`src/rtl/rtg_pkg.sv`:
```
package rtg_pkg;
  localparam int ADDR_W = 4;

  typedef enum logic [1:0] {
    PH_ACT  = 2'd0,
    PH_FP   = 2'd1,
    PH_SYNC = 2'd2,
    PH_BP   = 2'd3
  } phase_t;

  // register map: horizontal spans at 0..3, vertical at 4..7 (phase order)
  localparam logic [ADDR_W-1:0] A_V_BASE = 4'd4;
  localparam logic [ADDR_W-1:0] A_POL    = 4'd8;
  localparam logic [ADDR_W-1:0] A_CMD    = 4'd9;

  localparam int POL_HS  = 0;
  localparam int POL_VS  = 1;
  localparam int POL_DE  = 2;
  localparam int POL_DAT = 3;

  // output level for a strobe: active follows pol, idle is its inverse
  function automatic logic drive_level(input logic active, input logic pol);
    return active ? pol : ~pol;
  endfunction
endpackage

```
`src/rtl/rtg_regs.sv`:
```
module rtg_regs
  import rtg_pkg::*;
#(
  parameter int CW = 12
) (
  input  logic                 clk,
  input  logic                 rst_n,
  input  logic                 wr_en,
  input  logic [ADDR_W-1:0]    wr_addr,
  input  logic [CW-1:0]        wr_data,
  output logic [3:0][CW-1:0]   h_len,
  output logic [3:0][CW-1:0]   v_len,
  output logic [3:0]           pol,
  output logic                 run,
  output logic                 stop_req
);
  logic cmd_hit;
  assign cmd_hit  = wr_en && (wr_addr == A_CMD);
  assign stop_req = cmd_hit && !wr_data[0];

  for (genvar g = 0; g < 4; g++) begin : g_span
    always_ff @(posedge clk) begin
      if (!rst_n) begin
        h_len[g] <= '0;
        v_len[g] <= '0;
      end else if (wr_en) begin
        if (wr_addr == ADDR_W'(g))            h_len[g] <= wr_data;
        if (wr_addr == A_V_BASE + ADDR_W'(g)) v_len[g] <= wr_data;
      end
    end
  end

  always_ff @(posedge clk) begin
    if (!rst_n) begin
      pol <= 4'b1111;
      run <= 1'b0;
    end else begin
      if (wr_en && wr_addr == A_POL) pol <= wr_data[3:0];
      if (cmd_hit)                   run <= wr_data[0];
    end
  end

  assert_cmd_takes_R6: assert property (@(posedge clk) disable iff (!rst_n)
    cmd_hit |=> (run == $past(wr_data[0])));
endmodule

```
`src/rtl/rtg_axis_counter.sv`:
```
module rtg_axis_counter
  import rtg_pkg::*;
#(
  parameter int CW = 12
) (
  input  logic               clk,
  input  logic               rst_n,
  input  logic               clr,
  input  logic               adv,
  input  logic [3:0][CW-1:0] len,
  output phase_t             phase,
  output logic [CW-1:0]      cnt,
  output logic               wrap
);
  // a span ends when the count reaches its stored length (count minus one);
  // >= keeps a shrunk length from overrunning
  function automatic logic span_done(input logic [CW-1:0] c, input logic [CW-1:0] l);
    return c >= l;
  endfunction

  logic last;
  assign last = span_done(cnt, len[phase]);
  assign wrap = adv && last && (phase == PH_BP);

  always_ff @(posedge clk) begin
    if (!rst_n || clr) begin
      phase <= PH_ACT;
      cnt   <= '0;
    end else if (adv) begin
      if (last) begin
        phase <= phase_t'(phase + 2'd1);
        cnt   <= '0;
      end else begin
        cnt <= cnt + 1'b1;
      end
    end
  end

  // R2 (line) and R3 (frame): spans only step forward in order
  assert_phase_order_R3: assert property (@(posedge clk) disable iff (!rst_n)
    (!$past(clr) && phase != $past(phase)) |-> (phase == phase_t'($past(phase) + 2'd1)));
endmodule

```
`src/rtl/raster_timing_gen.sv`:
```
module raster_timing_gen
  import rtg_pkg::*;
#(
  parameter int CW = 12
) (
  input  logic              clk,
  input  logic              rst_n,
  input  logic              wr_en,
  input  logic [3:0]        wr_addr,
  input  logic [CW-1:0]     wr_data,
  output logic              hsync_o,
  output logic              vsync_o,
  output logic              de_o,
  output logic              data_inv_o,
  output logic [CW-1:0]     x_o,
  output logic [CW-1:0]     y_o,
  output logic              frame_start_o,
  output logic              vblank_o
);
  logic [3:0][CW-1:0] h_len, v_len;
  logic [3:0]         pol;
  logic               run, stop_req;
  phase_t             h_ph, v_ph;
  logic [CW-1:0]      h_cnt, v_cnt;
  logic               line_end, frame_end;

  rtg_regs #(.CW(CW)) u_regs (
    .clk(clk), .rst_n(rst_n), .wr_en(wr_en), .wr_addr(wr_addr), .wr_data(wr_data),
    .h_len(h_len), .v_len(v_len), .pol(pol), .run(run), .stop_req(stop_req)
  );

  rtg_axis_counter #(.CW(CW)) u_hcnt (
    .clk(clk), .rst_n(rst_n), .clr(!run), .adv(1'b1), .len(h_len),
    .phase(h_ph), .cnt(h_cnt), .wrap(line_end)
  );

  rtg_axis_counter #(.CW(CW)) u_vcnt (
    .clk(clk), .rst_n(rst_n), .clr(!run), .adv(line_end), .len(v_len),
    .phase(v_ph), .cnt(v_cnt), .wrap(frame_end)
  );

  // named events
  logic h_act, v_act, hs_act, vs_act, de_act;
  assign h_act  = run && (h_ph == PH_ACT);
  assign v_act  = run && (v_ph == PH_ACT);
  assign hs_act = run && (h_ph == PH_SYNC);
  assign vs_act = run && (v_ph == PH_SYNC);
  assign de_act = h_act && v_act;

  assign hsync_o       = drive_level(hs_act, pol[POL_HS]);
  assign vsync_o       = drive_level(vs_act, pol[POL_VS]);
  assign de_o          = drive_level(de_act, pol[POL_DE]);
  assign data_inv_o    = ~pol[POL_DAT];
  assign x_o           = h_act ? h_cnt : '0;
  assign y_o           = v_act ? v_cnt : '0;
  assign frame_start_o = de_act && (h_cnt == '0) && (v_cnt == '0);
  assign vblank_o      = run && (v_ph != PH_ACT);

  assert_de_not_blank_R4: assert property (@(posedge clk) disable iff (!rst_n)
    de_act |-> !vblank_o);

  assert_hsync_after_fp_R2: assert property (@(posedge clk) disable iff (!rst_n)
    $rose(hs_act) |-> ($past(h_ph) == PH_FP));

  assert_idle_home_R7: assert property (@(posedge clk) disable iff (!rst_n)
    !run |=> (h_cnt == '0 && v_cnt == '0 && h_ph == PH_ACT && v_ph == PH_ACT));

  assert_fs_single_R8: assert property (@(posedge clk) disable iff (!rst_n)
    frame_start_o |=> !frame_start_o);

  assert_frame_follows_R8: assert property (@(posedge clk) disable iff (!rst_n)
    (frame_end && !stop_req) |=> frame_start_o);

  assert_vsync_in_blank_R9: assert property (@(posedge clk) disable iff (!rst_n)
    vs_act |-> vblank_o);
endmodule

```
`config.mk`:
```
export PLATFORM = sky130hd
export DESIGN_NAME = raster_timing_gen
export DESIGN_NICKNAME = d
export VERILOG_FILES = /design/src/rtl/rtg_pkg.sv /design/src/rtl/rtg_regs.sv /design/src/rtl/rtg_axis_counter.sv /design/src/rtl/raster_timing_gen.sv
export SDC_FILE = /design/constraint.sdc
export NUM_CORES = 1
export LEC_CHECK = 0
export BUFFER_PORTS_ARGS = -buffer_cell sky130_fd_sc_hd__buf_4
export CAP_MARGIN = 20
export CORE_MARGIN = 2
export CORE_UTILIZATION = 60
export CTS_CLUSTER_DIAMETER = 50
export DETAILED_ROUTE_END_ITERATION = 10
export PLACE_DENSITY = 0.8
export RECOVER_POWER = 50
export SLEW_MARGIN = 30
export SYNTH_ARGS = -nofsm -noshare
export SYNTH_HDL_FRONTEND = slang
export SYNTH_HIERARCHICAL = 1
export SYNTH_SLANG_ARGS = --single-unit
```
`constraint.sdc`:
```
create_clock -name clk -period 4.44 [get_ports clk]
set_clock_uncertainty 0.05 [all_clocks]
set_input_delay 0.444 -clock clk [delete_from_list [all_inputs] [get_ports clk]]
set_output_delay 0.444 -clock clk [all_outputs]
set_load 0.01 [all_outputs]
```
==> results summary, run 1 <==
The run finished with clean final reports. The leakage component of the power came out at 0.00316 uW. The path with the worst hold slack has its endpoint at u_regs/pol[3]. The height of the chip came out at 108 um. The worst register-to-register path begins at u_hcnt/phase[1]. The switching power share of the total came out at 20.2%.

The standard cell with the maximum stage delay on the critical path is dfxtp_1. For this block, the routed nets add up to 16.0 mm of wire. Hold timing on the final database bottoms out at a slack of 140 ps.

The share of the clock period used by the worst path after layout is 86.4%. The synthesis-to-finish area growth came out at 16.7%. The share of total power in the clock network is 54.9%. The number of iterations in the first detailed-routing pass is 5.

The I/O pin count is 49. The clock sink total came out at 129. The net count reported at finish came out at 759. The site row count came out at 38. The number of antenna violations at the first check in global routing is 0. The filler cells instantiated in the layout total 791. The horizontal extent of the die is 108 um. The worst relative slew slack is 20.1%. After clock tree synthesis, the clock-pin slew on the worst setup and hold paths is 60 ps. The internal portion of total power is 2270 uW. The number of warning messages in the yosys log is 6. The starting density of the core is 60.9%. The worst hold path passes through 3 cells. The fmax is 261 MHz. Traced cell by cell, the critical path runs through mux4_2 -> inv_1 -> ha_1 -> a21oi_1 -> o21a_1 -> a2bb2oi_1 -> nand2_1 -> and2_1 -> inv_1 -> nor2_1 -> a32oi_4 -> a21oi_1 -> a41o_1. The delay of the slowest cell on the worst path is 830 ps.

The number of maximum-capacitance constraint violations came out at 0. The cell family contributing the most delay on the critical path is compound AO/OA/AOI/OAI gates. The placeable core area is 0.0107 mm2. The share of power burned in combinational logic is 3.8%.

The endpoint of the worst register-to-register path is u_vcnt/phase[1]. The global-route congestion overflow total came out at 0. The sum of buffers and inverters on the critical path came out at 2.

The number of port buffers came out at 48. The clock period minus worst slack came out at 3840 ps. The post-route DRC violation count is 0.

Summing internal, switching and leakage power gives 2850 uW. The number of instances in the placed design came out at 833. The routed length per instance is 18.5 um. The die outline area came out at 0.0117 mm2.

The worst setup path is launched from a flip-flop. The via count of the first global-routing pass is 5,213. The area used by sequential logic in the layout is 0.00258 mm2. The sequential cell fraction of total power came out at 41.3%. The endpoint arrival time on the critical path is 4200 ps. The number of violations reported at the end of detailed-routing iteration 0 is 319. In this run the number of H-tree levels came out at 4. The areal power density over the cells is 375 mW/mm2. The overall fraction of global-route tracks in use is 28.8%. The library cell used most frequently in the layout, excluding fill and tap cells, is nand2_1. The clock tree from TritonCTS is yes. Once detail routing completed, the nets flagged for antenna violations numbered 0. Setup repair after global routing left no endpoint under its margin. The worst-case IR drop observed on VDD is 0.287 mV. The worst-case clock buffer depth came out at 2. The number of endpoints failing setup at the final stage came out at 0. The final-report max-slew violation count is 0. The net switching power is 577 uW. The setup TNS is 0 ps. Across all register-to-register paths, the minimum setup slack is 600 ps. The fraction of final layout cells with drive strength greater than 1 came out at 16.7%. The insertion delay to the later sink of the worst-skew pair came out at 530 ps. The number of vias per cell after detailed routing came out at 5.91. The worst setup path is captured at a flip-flop. The post-cts hold buffer count came out at 0. In this run, CTS created clock tree buffers numbering 17. The root buffer cell is clkbuf_8. The number of hold violations in the final report is 0.

The per-instance average area after synthesis is 9.83 um2. The first-pass GRT wire length is 25.7 mm. The area of all placed cells without fillers came out at 0.00760 mm2. The critical path data required time is 4810 ps. The count of cells resized by post-cts repair is 0. The wire-length estimate of the detail-placed layout is 11.2 mm. The instance area after placement is 0.00696 mm2. The final weighted congestion in routability-driven placement is 0.934. The top cell types in the final layout, fill and taps aside, are nand2_1, dfxtp_1, mux2i_1. The slew at the pin closest to its max-slew limit came out at 1200 ps. Entering global routing, the biggest net connects 94 pins. The worst hold path begins at wr_data[3].

The length in cells of the worst reg-to-reg path is 13. The count of buffers added by post-CTS timing repair for setup came out at 0. Leaving out filler cells and counting taps, the final layout contains 864. The footprint of the multi-input gates is 0.00366 mm2. Along the worst path, the maximum fanout reaches 16.

The antenna diode count came out at 0. The tightest min-delay check is of the input port to flip-flop type. Synthesis handed over a netlist of 663 instances. The total standard cell area after synthesis is 0.00652 mm2.

The critical path is of the flip-flop to flip-flop type. Detailed routing inserted a total of 5,105 vias.
state kept, by name, indices dropped and copies added, names as in the netlist:
| name | flops |
|---|---|
| u_hcnt/phase | 2 |
| u_hcnt/cnt | 12 |
| u_regs/h_len | 48 |
| u_vcnt/cnt | 12 |
| u_regs/v_len | 48 |
| u_regs/run | 1 |
| u_vcnt/phase | 2 |
| u_regs/pol | 4 |
routing by layer:
metal  track usage, %  up-vias  part of all wire (%)
li1                 -     2377                     -
met1             34.7     2445                    41
met2             48.9      224                    48
met4             13.1        0                   4.2
met3             6.81       59                   7.4
met5                0        -                     0
metrics by stage:
step | utilization (%) | setup slack [ps]
floorplan | - | 831
detailed placement | 65.1 | 692
finish | 71.1 | 604
global placement | 65.1 | 848
CTS | 71.3 | 650
global route | 71.1 | 434
worst register-to-register path, delay by kind of cell (launching register included):
family                     cells  cell delay, ps
adders and majority gates      1             270
and+or+nand+nor                3             530
buffers and inverters          2             230
AOI/OAI and AO/OA              6            1390
muxes                          1             420
DFF                            1             830
power by group through the flow:
stage / clock, uW / sequential, uW / combinational [uW]
after global routing: 1620 / 1180 / 116
after floorplan: 0 / 1200 / 71.2
after detailed placement: 0 / 1200 / 107
after global placement: 0 / 1200 / 102
after CTS: 1580 / 1180 / 108
final: 1570 / 1180 / 108
worst max-delay path by stage:
stage,start,to,slack (ps),cells past startpoint
detailed placement,u_hcnt/phase[0],u_vcnt/phase[1],690,14
global route,u_hcnt/phase[1],u_vcnt/phase[1],430,13
global placement,u_hcnt/phase[0],u_vcnt/phase[1],850,14
finish,u_hcnt/phase[1],u_vcnt/phase[1],600,13
floorplan,u_hcnt/phase[0],u_vcnt/phase[1],830,14
CTS,u_hcnt/phase[0],u_vcnt/phase[1],650,14
cell type report:
cell class / instances / area share (%)
clock inverters: 10 / 2.70
clock buffers: 21 / 6.04
repair buffers: 55 / 5.23
inverters: 34 / 1.68
well taps: 140 / 2.30
multi-input cells: 475 / 48.1
flip-flops and latches: 129 / 34.0
(Power assumes the default switching activity.)
==> run 2, diff against run 1 <==
--- a/config.mk
+++ b/config.mk
@@ -12,7 +12,6 @@
 export CTS_CLUSTER_DIAMETER = 50
 export DETAILED_ROUTE_END_ITERATION = 10
 export PLACE_DENSITY = 0.8
-export RECOVER_POWER = 50
 export SLEW_MARGIN = 30
 export SYNTH_ARGS = -nofsm -noshare
 export SYNTH_HDL_FRONTEND = slang
==> run 2 against run 1 <==
Compared with the run above: register-to-register slack worse by 20 ps; critical path type unchanged; highest routed layer unchanged; clock power barely moved; cell count unchanged; global-route usage did not move; sequential share of layout area decreased by 0.11 points.
==> results summary, run 2 (synthesis results as in run 1) <==
The count of buffers added by post-CTS timing repair for setup came out at 0. The share of power burned in combinational logic came out at 3.9%. Prior to clock tree synthesis, the placed netlist has a worst setup slack of 692 ps. The number of hold violations in the final report was 0. The final-report max-slew violation count came out at 0.

The site row count came out at 38. The root buffer cell is clkbuf_8. In this run the power spent charging and discharging nets is 576 uW.

The delay of the slowest cell on the worst path came out at 830 ps. The clock period minus worst slack came out at 3850 ps. Gates resized during post-CTS repair numbered 0.

The routed length per instance came out at 18.4 um. Leaving out fill and tap cells, the most frequent cells in the layout are nand2_1, dfxtp_1, mux2i_1. The footprint of the multi-input gates is 0.00367 mm2.

Detailed routing placed a total of 7.73 mm of wire on met2. Counting the buffers created by CTS gives 17. The worst setup path is captured at a flip-flop. The clock sink total is 129.

The core utilization of the finished layout came out at 71.3%. The number of fill cells in the layout came out at 787. The run finished with clean final reports. The post-route DRC violation count is 0. The maximum net fanout on the critical path came out at 16. On the critical path, the stage with the largest delay is an instance of dfxtp_1. Max-cap violations in this run came to 0. The starting density of the core came out at 60.9%.

Setup slack on the worst reg-to-reg path comes out at 590 ps. The worst hold-check path type is input port to flip-flop. The number of vias per cell after detailed routing is 5.88. The switching power share of the total is 20.2%.

The share of the clock period used by the worst path after layout is 86.8%. In this design, the largest share of critical-path delay is due to compound AO/OA/AOI/OAI gates. The sequential cell fraction of total power is 41.3%. The number of antenna violations at the first check in global routing is 0. The number of H-tree branching levels is 4. The net count reported at finish is 759. The sum of routed wire length over all layers is 15.9 mm. The pin count of the biggest net entering global routing came out at 94.

The placeable core area came out at 0.0107 mm2. The fraction of final layout cells with drive strength greater than 1 is 17.5%. The most common cell after layout, fill and taps aside is nand2_1. The worst-case clock buffer depth came out at 2.

After the first detailed-routing iteration, the DRC count stood at 298. The share of total power in the clock network is 54.9%. The post-cts hold buffer count is 0. The worst relative slew slack is 36.2%. VDD sags by at most 0.285 mV. The number of nets with antenna violations after routing is 0. At the later pin of the worst-skew pair, clock insertion delay measures 530 ps. The die is 108 um tall. The count of buffers added on input and output ports is 48. The number of iterations in the first detailed-routing pass is 6. The internal portion of the total power is 2280 uW. In the final layout, the registers with the most flip-flops are u_regs/h_len: 48 flops, u_regs/v_len: 48 flops. At the worst endpoint, the required time is 4800 ps.

The slew at the pin closest to its max-slew limit is 955 ps. The final weighted congestion in routability-driven placement is 0.934. Setup repair after global routing left no endpoint under its margin. Detailed placement finished with a half-perimeter wire length of 11.2 mm. The clock tree from TritonCTS is yes. The I/O pin count is 49. The worst setup path is launched from a flip-flop. The count of vias placed by the detailed router came out at 5,084.

The number of endpoints failing setup at the final stage is 0. The number of buffers and inverters on the critical path is 2. The endpoint arrival time on the critical path is 4220 ps. The horizontal extent of the die is 108 um. The via count of the first global-routing pass came to 5,213. Across every metal layer, demand over resource in global routing totals 28.8%.

The area used by sequential logic in the layout is 0.00258 mm2. The areal power density over the cells came out at 374 mW/mm2. Clock-pin slew was measured on the worst setup and hold paths at 60 ps. The final worst slack came out at 586 ps. After detailed routing, the met3 layer carries 1.08 mm of wire. Timing would allow up to 260 MHz.

The repair_antennas step left the layout with diodes totalling 0. The critical path is of the flip-flop to flip-flop type. The leakage component of the power is 0.00318 uW. The detailed-route wire length on metal 1 came out at 6.54 mm. Walking the worst path, the cells encountered are mux4_2 -> inv_1 -> ha_1 -> a21oi_1 -> o21a_1 -> a2bb2oi_1 -> nand2_1 -> and2_1 -> inv_1 -> nor2_1 -> a32oi_4 -> a21oi_1 -> a41o_1. The first-pass GRT wire length is 25.7 mm.

Global routing finished with a remaining overflow of 0. The die outline area is 0.0117 mm2. The setup TNS came out at 0 ps. Signal routing reaches up to met4. The synthesis-to-finish area growth came out at 17.0%.
-- run 2: cell types whose count changed in the layout (fill, tap and decap cells not counted) --
| cell | previous run | this run |
|---|---|---|
| nor3_2 | 1 | 2 |
| clkbuf_1 | 5 | 1 |
| buf_4 | 51 | 55 |
| nor3_1 | 1 | 0 |
| nor3b_1 | 1 | 0 |
| nor3b_2 | 1 | 2 |
-- run 2: final timing paths --
check	endpoint	depth (start not counted)	start
setup / recovery	u_vcnt/phase[1]	13	u_hcnt/phase[1]
hold / removal	u_regs/pol[3]	3	wr_data[3]
hold reg to reg	u_regs/v_len[26]	2	u_regs/v_len[26]
setup reg to reg	u_vcnt/phase[1]	13	u_hcnt/phase[1]
-- run 2: power groups by stage --
stage	logic (uW)	registers [uW]	clock network [uW]
3_5_place_dp	107	1200	0
6_report	110	1180	1560
3_3_place_gp	102	1200	0
4_1_cts	108	1180	1580
2_1_floorplan	71.2	1200	0
5_1_grt	118	1180	1620
-- run 2: per-stage QoR --
stage | cells | area (um2) | total power [uW] | hold slack, ps
5_1_grt | 864 | 7630 | 2920 | 138
3_5_place_dp | 833 | 6960 | 1310 | 396
2_1_floorplan | 668 | 6540 | 1270 | 382
3_3_place_gp | 833 | 6960 | 1300 | 389
4_1_cts | 864 | 7630 | 2860 | 126
6_report | 864 | 7630 | 2850 | 141
-- run 2: area by class of cell --
type | count | area share (%)
clock inverters | 10 | 2.69
multi-input cells | 475 | 48.1
repair buffers | 55 | 5.41
inverters | 34 | 1.67
clock buffers | 21 | 6.02
flip-flops and latches | 129 | 33.9
well taps | 140 | 2.30
-- run 2: tightest hold or removal path, delay by kind of cell --
kind | cells | cell delay, ps
multiplexers | 1 | 110
buffers and inverters | 1 | 90
AND/OR/NAND/NOR | 1 | 30
-- run 2: per-layer routing --
layer	up-vias	GRT usage, %
met2	227	48.9
met3	52	6.81
met4	0	13.1
met5	-	0
met1	2425	34.7
li1	2380	-
==> run 3, diff against run 2 <==
--- a/config.mk
+++ b/config.mk
@@ -11,9 +11,9 @@
 export CORE_UTILIZATION = 60
 export CTS_CLUSTER_DIAMETER = 50
 export DETAILED_ROUTE_END_ITERATION = 10
-export PLACE_DENSITY = 0.8
+export PLACE_DENSITY = 0.79
+export SKIP_LAST_GASP = 1
 export SLEW_MARGIN = 30
 export SYNTH_ARGS = -nofsm -noshare
 export SYNTH_HDL_FRONTEND = slang
-export SYNTH_HIERARCHICAL = 1
 export SYNTH_SLANG_ARGS = --single-unit
==> run 3 against run 2 <==
Compared with the run above: core utilization fell by 0.70 points; first-iteration DRC count rose by 26%; critical path depth fell by 3; register-to-register slack improved by 430 ps; clock power fell by 9%; highest routed layer unchanged.
==> results summary, run 3 <==
The run finished with clean final reports. The standard cell with the maximum stage delay on the critical path is dfxtp_1. The cell with the most instances after synthesis is dfxtp_1. STA classifies the critical path endpoint as a flip-flop. The count of buffers added by post-CTS timing repair for setup is 0. The number of nets in the synthesized netlist came out at 749. The synthesis-to-finish area growth is 14.8%. The cell that appears most often on the critical path is nand2_1. The sequential-to-total area share from yosys stat came out at 38.7%. The number of hold violations in the final report came out at 0.

The critical path is of the flip-flop to flip-flop type. The proportion of register bits with asynchronous set or reset after synthesis came out at 0%. The number of distinct library cells after synthesis is 50. Once layout is done, the placed cells without fillers occupy 0.00765 mm2. Adding up every negative setup slack in the final design gives 0 ps.

A synthesized cell averages 9.57 um2. The cell family contributing the most delay on the critical path is simple AND/OR/NAND/NOR gates. Summed over its instances, the top area cell type makes up 38.7% of the synthesized netlist area.

The number of H-tree branching levels came out at 4. The library cells used most frequently in the layout, excluding fill and tap cells, are dfxtp_1, nand2_1, mux2i_1. In this run the critical register-to-register path is captured at u_hcnt.cnt[4]. During I/O placement, the number of pins put on the boundary was 49.

Following the worst setup path forward leads to its endpoint at u_hcnt.cnt[4]. The synthesis-stage register bit count came out at 129. The overall fraction of global-route tracks in use is 28.1%. The maximum resistive drop on vdd came out at 0.247 mV. In the synthesized netlist, the cells that appear most often are dfxtp_1, nand2_1, mux2i_1.

The post-route DRC violation count came out at 0. The number of vias per cell after detailed routing is 5.96. The first-pass GRT wire length is 25.5 mm. STA classifies the critical path startpoint as a flip-flop. The register-to-register path setup slack came out at 1010 ps.

Ranked by total cell area, the synthesized netlist is headed by dfxtp_1, mux2i_1, mux4_2. The core utilization of the finished layout is 70.6%. The number of warning messages in the yosys log is 0. The post-cts hold buffer count came out at 0. The number of iterations in the first detailed-routing pass is 5. The critical path runs through a total of 10 cells.

The placeable core area is 0.0108 mm2. The number of violations reported at the end of detailed-routing iteration 0 is 376. The pin count of the biggest net entering global routing is 104. The primary flip-flop cell chosen by synthesis mapping is dfxtp_1.

The sum of buffers and inverters on the critical path came out at 2. The largest registers in the layout are u_regs.h_len: 48 flops, u_regs.v_len: 48 flops. The die covers 0.0120 mm2. For this design, the sink count on the clock tree is 129.

The tree is rooted in a clkbuf_8. dfxtp_1 takes more of the synthesized area than any other cell. For this design the ratio of total power to cell area is 355 mW/mm2.

Measured along the y axis, the die boundary spans 109 um. The leakage component of the power is 0.00312 uW. Summed over all layers, the global routing overflow is 0. The launch point of the worst path is u_hcnt.phase[0]. The worst-case clock buffer depth came out at 2. Leaving out fill and tap cells, the most frequent cell in the layout is dfxtp_1. At the pin with the least slew margin, the transition time is 892 ps.

The number of port buffers is 48. After layout, the worst path uses 77.1% of the clock period. TritonCTS built the clock tree. The insertion delay to the later sink of the worst-skew pair is 530 ps.

The synthesized instance count is 697. The final route contains 5,205 vias. The startpoint identified for the worst register-to-register timing path is u_hcnt.phase[0]. The maximum net fanout on the critical path came out at 12.

The clock transition at the registers of the reported paths came out at 60 ps. The endpoint arrival time on the critical path came out at 3840 ps. The die is 109 um wide. The final-report max-slew violation count is 0. The routed length per instance is 18.1 um.

The critical path goes through buf_4 -> mux4_2 -> inv_1 -> ha_1 -> and3_1 -> o21ai_2 -> nand2_1 -> a21oi_2 -> nand2_1 -> nor2_1. The starting density of the core is 61.5%. The critical path data required time came out at 4850 ps.

The wire-length estimate of the detail-placed layout is 10.6 mm. The instance area after placement is 0.00704 mm2. The count of cells resized by post-cts repair came out at 0.

The number of antenna diodes in the final layout is 0. The via count of the first global-routing pass is 5,055. The site row count came out at 38.

The total standard cell area after synthesis came out at 0.00667 mm2. The fraction of final layout cells with drive strength greater than 1 is 17.5%. The congestion estimate from routability-driven global placement came to 0.887.

The final layout contains 772 nets. The min-delay analysis places its worst path in the category input port to flip-flop. The count of nets left with antenna violations once routing finished came out at 0. The worst pin sits at a relative slew slack of 40.3%.

Across the run, the number of max-cap violations was 0. Setup repair after global routing left no endpoint under its margin. The number of endpoints failing setup at the final stage came out at 0. The number of flops mapped to enable cells by yosys is 0. The number of buffers added by the clock tree synthesis step came out at 17. The length in cells of the worst reg-to-reg path came out at 10. The delay of the slowest cell on the worst path came out at 660 ps. The sum of routed wire length over all layers came out at 15.8 mm. Subtracting the final worst setup slack from the clock period gives 3430 ps. The number of antenna violations at the first check in global routing came out at 0. The fmax came out at 292 MHz.
-- run 3: worst min-delay path by stage --
| stage | from | end | depth (start not counted) |
|---|---|---|---|
| 6_report | wr_data[6] | u_regs.v_len[6] | 3 |
| 5_1_grt | wr_data[9] | u_regs.h_len[45] | 3 |
| 4_1_cts | wr_data[5] | u_regs.v_len[41] | 3 |
| 3_5_place_dp | u_regs.v_len[6] | u_regs.v_len[6] | 2 |
| 3_3_place_gp | u_regs.v_len[8] | u_regs.v_len[8] | 2 |
| 2_1_floorplan | u_regs.v_len[42] | u_regs.v_len[42] | 2 |
-- run 3: power breakdown --
part | leakage [uW] | internal [uW] | switching (uW)
combinational | 0.00179 | 52.4 | 67.9
sequential | 0.00104 | 1170 | 7.36
clock | 0.000286 | 901 | 523
-- run 3: layout make-up --
cell class	count	area, um2
Clock buffer	20	455
Clock inverter	12	155
Fill cell	798	3190
Inverter	34	128
Multi-Input combinational cell	485	3760
Sequential cell	129	2580
Tap cell	140	175
Timing Repair Buffer	53	398
-- run 3: kinds of logic (layout without fill, tap and decap cells) --
group | after synthesis | after routing | synth area share [%]
mux | 94 | 94 | 18.6
simple gates | 261 | 261 | 20.5
buf+inv | 83 | 119 | 4.94
flops | 129 | 129 | 38.7
fa+ha+maj | 33 | 33 | 6.19
compound gates | 80 | 80 | 8.80
xor+xnor | 17 | 17 | 2.23
-- run 3: worst reg2reg max path, stage by stage, from the launching register on --
cell and delay [ps]:
dfxtp_1 660, buf_4 280, mux4_2 520, inv_1 70
ha_1 260, and3_1 200, o21ai_2 240, nand2_1 100
a21oi_2 440, nand2_1 370, nor2_1 180
-- run 3: metal layers --
layer,track usage [%],vias to the layer above,part of all wire (%)
met3,6.28,31,5.7
li1,-,2458,-
met1,36.3,2526,44
met5,0,-,0
met4,10.9,0,2.2
met2,46.0,190,48
-- run 3: stage by stage --
| stage | std cells | power (uW) | setup slack [ps] | hold slack, ps |
|---|---|---|---|---|
| 2_1_floorplan | 697 | 1290 | 1400 | 390 |
| 3_3_place_gp | 841 | 1320 | 1220 | 400 |
| 3_5_place_dp | 841 | 1320 | 1090 | 409 |
| 4_1_cts | 873 | 2730 | 1030 | 170 |
| 5_1_grt | 873 | 2790 | 747 | 180 |
| 6_report | 873 | 2720 | 1010 | 182 |
